`src/rtl/resus_pkg.sv`:
```
package resus_pkg;
  localparam int ADDR_W = 2;

  localparam logic [ADDR_W-1:0] ADDR_TIMEOUT = 2'd0;
  localparam logic [ADDR_W-1:0] ADDR_CTRL    = 2'd1;
  localparam logic [ADDR_W-1:0] ADDR_INT_EN  = 2'd2;
  localparam logic [ADDR_W-1:0] ADDR_INT_FRC = 2'd3;

  // control register bit positions
  localparam int CTRL_EN    = 0;
  localparam int CTRL_FORCE = 1;
  localparam int CTRL_CLEAR = 2;
  localparam int CTRL_USED  = 3;

  typedef struct packed {
    logic mon_en;
    logic int_en;
    logic int_frc;
  } resus_cfg_t;
endpackage

```
`src/rtl/resus_sync.sv`:
```
module resus_sync #(
  parameter int STAGES = 2
) (
  input  logic ref_clk,
  input  logic ref_rst_n,
  input  logic async_in,
  output logic rise_o
);
  localparam int TOTAL = STAGES + 1;

  logic [TOTAL-1:0] chain_q;

  always_ff @(posedge ref_clk) begin
    if (!ref_rst_n) chain_q[0] <= 1'b0;
    else            chain_q[0] <= async_in;
  end

  for (genvar s = 1; s < TOTAL; s++) begin : g_stage
    always_ff @(posedge ref_clk) begin
      if (!ref_rst_n) chain_q[s] <= 1'b0;
      else            chain_q[s] <= chain_q[s-1];
    end
  end

  // chain_q[STAGES-1] is the synchronized level, chain_q[STAGES] its delay
  assign rise_o = chain_q[STAGES-1] & ~chain_q[STAGES];
endmodule

```
`src/rtl/resus_cfg.sv`:
```
module resus_cfg
  import resus_pkg::*;
#(
  parameter int TO_W = 8
) (
  input  logic              ref_clk,
  input  logic              ref_rst_n,
  input  logic              we,
  input  logic [ADDR_W-1:0] addr,
  input  logic [TO_W-1:0]   wdata,
  output logic [TO_W-1:0]   timeout_o,
  output resus_cfg_t        cfg_o,
  output logic              force_p_o,
  output logic              clear_p_o
);
  logic ctrl_wr;
  assign ctrl_wr = we && (addr == ADDR_CTRL);

  always_ff @(posedge ref_clk) begin
    if (!ref_rst_n) begin
      timeout_o <= '1;
      cfg_o     <= '0;
    end else if (we) begin
      case (addr)
        ADDR_TIMEOUT: timeout_o     <= wdata;
        ADDR_CTRL:    cfg_o.mon_en  <= wdata[CTRL_EN];
        ADDR_INT_EN:  cfg_o.int_en  <= wdata[0];
        default:      cfg_o.int_frc <= wdata[0];
      endcase
    end
  end

  // force and clear are write-one actions, not stored
  assign force_p_o = ctrl_wr && wdata[CTRL_FORCE];
  assign clear_p_o = ctrl_wr && wdata[CTRL_CLEAR];

  logic unused_wdata_hi;
  assign unused_wdata_hi = ^wdata[TO_W-1:CTRL_USED];
endmodule

```
`src/rtl/resus_timer.sv`:
```
module resus_timer #(
  parameter int TO_W = 8
) (
  input  logic            ref_clk,
  input  logic            ref_rst_n,
  input  logic            en,
  input  logic            restart,
  input  logic [TO_W-1:0] timeout,
  output logic            fire_o
);
  logic [TO_W-1:0] cnt_q;

  always_ff @(posedge ref_clk) begin
    if (!ref_rst_n)           cnt_q <= '0;
    else if (!en || restart)  cnt_q <= '0;
    else if (cnt_q != '1)     cnt_q <= cnt_q + 1'b1;
  end

  assign fire_o = en && (cnt_q >= timeout);
endmodule

```
`src/rtl/sysclk_resus_mon.sv`:
```
module sysclk_resus_mon
  import resus_pkg::*;
#(
  parameter int TO_W        = 8,
  parameter int SYNC_STAGES = 2
) (
  input  logic              ref_clk,
  input  logic              ref_rst_n,
  input  logic              mon_clk,
  input  logic              cfg_we,
  input  logic [ADDR_W-1:0] cfg_addr,
  input  logic [TO_W-1:0]   cfg_wdata,
  output logic              use_ref_clk,
  output logic              irq
);
  logic [TO_W-1:0] timeout;
  resus_cfg_t      cfg;
  logic            force_p, clear_p, mon_rise, fire, flag_q;

  resus_cfg #(.TO_W(TO_W)) u_cfg (
    .ref_clk   (ref_clk),
    .ref_rst_n (ref_rst_n),
    .we        (cfg_we),
    .addr      (cfg_addr),
    .wdata     (cfg_wdata),
    .timeout_o (timeout),
    .cfg_o     (cfg),
    .force_p_o (force_p),
    .clear_p_o (clear_p)
  );

  resus_sync #(.STAGES(SYNC_STAGES)) u_sync (
    .ref_clk   (ref_clk),
    .ref_rst_n (ref_rst_n),
    .async_in  (mon_clk),
    .rise_o    (mon_rise)
  );

  resus_timer #(.TO_W(TO_W)) u_timer (
    .ref_clk   (ref_clk),
    .ref_rst_n (ref_rst_n),
    .en        (cfg.mon_en),
    .restart   (mon_rise | clear_p),
    .timeout   (timeout),
    .fire_o    (fire)
  );

  // set causes take priority over clear
  always_ff @(posedge ref_clk) begin
    if (!ref_rst_n)           flag_q <= 1'b0;
    else if (force_p || fire) flag_q <= 1'b1;
    else if (clear_p)         flag_q <= 1'b0;
  end

  assign use_ref_clk = flag_q;
  assign irq         = (flag_q & cfg.int_en) | cfg.int_frc;
endmodule

```
`config.mk`:
```
export PLATFORM = sky130hd
export DESIGN_NAME = sysclk_resus_mon
export DESIGN_NICKNAME = d
export VERILOG_FILES = /design/src/rtl/resus_pkg.sv /design/src/rtl/resus_sync.sv /design/src/rtl/resus_cfg.sv /design/src/rtl/resus_timer.sv /design/src/rtl/sysclk_resus_mon.sv
export SDC_FILE = /design/constraint.sdc
export NUM_CORES = 1
export LEC_CHECK = 0
export BUFFER_PORTS_ARGS = -buffer_cell sky130_fd_sc_hd__buf_2
export CORE_MARGIN = 2
export CORE_UTILIZATION = 45
export CTS_BUF_LIST = sky130_fd_sc_hd__clkbuf_16
export DETAILED_ROUTE_END_ITERATION = 10
export MAX_ROUTING_LAYER = met4
export PLACE_DENSITY = 0.61
export SLEW_MARGIN = 40
export SYNTH_ARGS = -nofsm -noshare
export SYNTH_HDL_FRONTEND = slang
export SYNTH_HIERARCHICAL = 1
export SYNTH_SLANG_ARGS = --single-unit
```
`constraint.sdc`:
```
create_clock -name ref_clk -period 2.4 [get_ports ref_clk]
set_clock_uncertainty 0.1 [all_clocks]
set_input_delay 0.36 -clock ref_clk [delete_from_list [all_inputs] [get_ports ref_clk]]
set_output_delay 0.36 -clock ref_clk [all_outputs]
set_load 0.05 [all_outputs]
```
==> reports/qor.yml <==
status:
  status: "finished, final reports clean"
clock_network:
  clock-root-buffer: "clkbuf_16"
  cts_sinks: 23
  postCtsHoldBufs: 0
  cts_max_level: 1
  cts_tree: "done"
  clk_pin_slew_ns: 0.06
  post_cts_buffers: 0
  cts_max_path_buffers: 2
  numCtsBuffers: 3
  postCtsResizedCells: 0
  clk_latency_ns: 0.26
worst_setup_path:
  arrival_ns: 1.85
  crit_type: "register to register"
  cp-start-kind: "register"
  crit_required_ns: 2.45
  endpoint_kind: "register"
  crit_fanout: 8
final_layout:
  synthToLayoutAreaGrowth_pct: 13.4
  antennaDiodeCount: 0
  multi_input_area_um2: 683
  layout_common_cells: "23 x dfxtp_1, 18 x inv_1, 15 x buf_2"
  final_common_cell: "dfxtp_1"
  drive_gt1_frac: 0.182
  regArea_um2: 460
  final_nets: 172
  n_fill_cell: 259
  stdcell_area_um2: 1410
synth:
  synth_top_area_cell: "dfxtp_1"
  ys_seq_elements: 23
  yosysUniqueCellTypes: 37
  synth-edff-count: 0
  synthTopCellsByArea: "dfxtp_1 37%, ha_1 9.1%, nand4bb_1 7.3%"
  synthCells: 133
  synth_area_per_cell_um2: 9.31
  yosysWarnings: 6
  synth_seq_area_share: 0.372
  synth_area_um2: 1240
  async_flop_share: 0
  dominantRegCellSynth: "dfxtp_1"
  synth_top_area_frac: 0.372
  synth_fp_nets: 156
floorplanning:
  dieArea_um2: 3190
  chipHeight_um: 56.5
  rows: 19
  die_w_um: 56.5
  start_util: 0.461
  pin_count: 16
  core_um2: 2690
sta:
  finalSetupViolCount: 0
  min_period_ns: 1.80
  maxSlewHeadroom: 0.714
  drv_slew: 0
  post-route-period-util: 0.748
  finalHoldViolCount: 0
  finalSetupTns_ns: 0
  worst_slack_ns: 0.604
  rsz0062_at_grt: "no"
  fmax_mhz: 557
  tightest_slew_ns: 0.418
grt:
  grt_pass1_wl_mm: 3.91
  grt_max_degree: 18
  grt_pass1_vias: 924
  antenna_found_initial: 0
  grt_usage: 0.163
  grt-ovfl-total: 0
place:
  portBuffers: 15
  place_congestion: 0.775
  dpl.hpwl_mm: 1.66
  post-place-ws_ns: 0.314
  post_dp_cell_area_um2: 1330
pwr:
  power_density_nw_per_um2: 588
  ir_worst_vdd_mv: 0.398
  p_leak_nw: 0.690
worst_hold_path:
  hp-class: "input pin to register"
drt:
  drc: 0
  wl_per_cell_um: 12.6
  drt-initial-drc-count: 16
  ant_nets: 0
  via_count: 963
  avgViaCountPerCell: 5.38
  routed_wl_mm: 2.26
  drtPass1Iterations: 4
flow_run:
  drv_cap: 0
## worst paths after layout
path / end / cells after the start / startpoint / slack (ns)
worst max register to register: use_ref_clk / 5 / u_timer/cnt_q[2] / 0.60
worst min register to register: u_sync/chain_q[1] / 1 / u_sync/chain_q[0] / 0.34
worst max-delay path: use_ref_clk / 5 / u_timer/cnt_q[2] / 0.60
worst min-delay path: u_sync/chain_q[0] / 2 / mon_clk / 0.21
## synthesized netlist by cell type, types with 2 or more instances
cell and number:
a21oi_1 4, and2_1 6, dfxtp_1 23, ha_1 9
inv_1 18, mux2i_1 3, nand2_1 7, nand3_1 3
nand3b_1 2, nand4bb_1 8, nor2_1 8, nor2b_1 2
nor3_1 2, o211ai_1 11, o21a_1 2, o21ai_0 3
xor2_1 2
## through the flow
stage / util / total power [mW] / hold WS (ns) / instances
after floorplan: - / 0.454 / 0.306 / 133
after global placement: 0.493 / 0.471 / 0.319 / 175
after detailed placement: 0.493 / 0.473 / 0.325 / 175
after CTS: 0.523 / 0.840 / 0.206 / 179
after global routing: 0.523 / 0.862 / 0.235 / 179
final: 0.523 / 0.827 / 0.209 / 179
## final cells by class
cell class                      instances  share of cell area
Clock inverter                          1             0.00356
Inverter                               18              0.0481
Tap cell                               31              0.0276
Multi-Input combinational cell         88               0.486
Sequential cell                        23               0.328
Clock buffer                            3              0.0534
Timing Repair Buffer                   15              0.0534
## worst max-delay path, stage by stage, from the launching register on
cell	delay, ns
dfxtp_1	0.45
ha_1	0.29
a211oi_1	0.23
a2111oi_0	0.14
o21a_1	0.20
o31a_1	0.28
## logic make-up (layout without fill, tap and decap cells)
group,count (synthesis),count (layout),share of synthesized area
fa+ha+maj,9,9,0.0909
compound gates,27,27,0.156
xor+xnor,3,3,0.0212
buf+inv,22,37,0.0768
flops,23,23,0.372
mux,3,3,0.0242
simple gates,46,46,0.260
## per-layer routing
metal | GRT usage | share of wire | routed length [um]
met3 | 0.0276 | 0.035 | 79
met4 | 0.0918 | 0.017 | 38
met2 | 0.256 | 0.46 | 1040
met1 | 0.196 | 0.48 | 1090
met5 | - | 0 | 0
## flip-flops by register name, summed over array words and instances, names as in the netlist
name	cells
u_cfg/timeout_o	8
u_cfg/cfg_o	3
u_sync/chain_q	3
use_ref_clk	1
u_timer/cnt_q	8
## where the power goes
group          total, mW  internal, mW  switching, mW
clock              0.362         0.224          0.138
combinational     0.0654        0.0305         0.0349
sequential         0.399         0.393        0.00578
No activity file was read; power rests on OpenSTA's default activity.
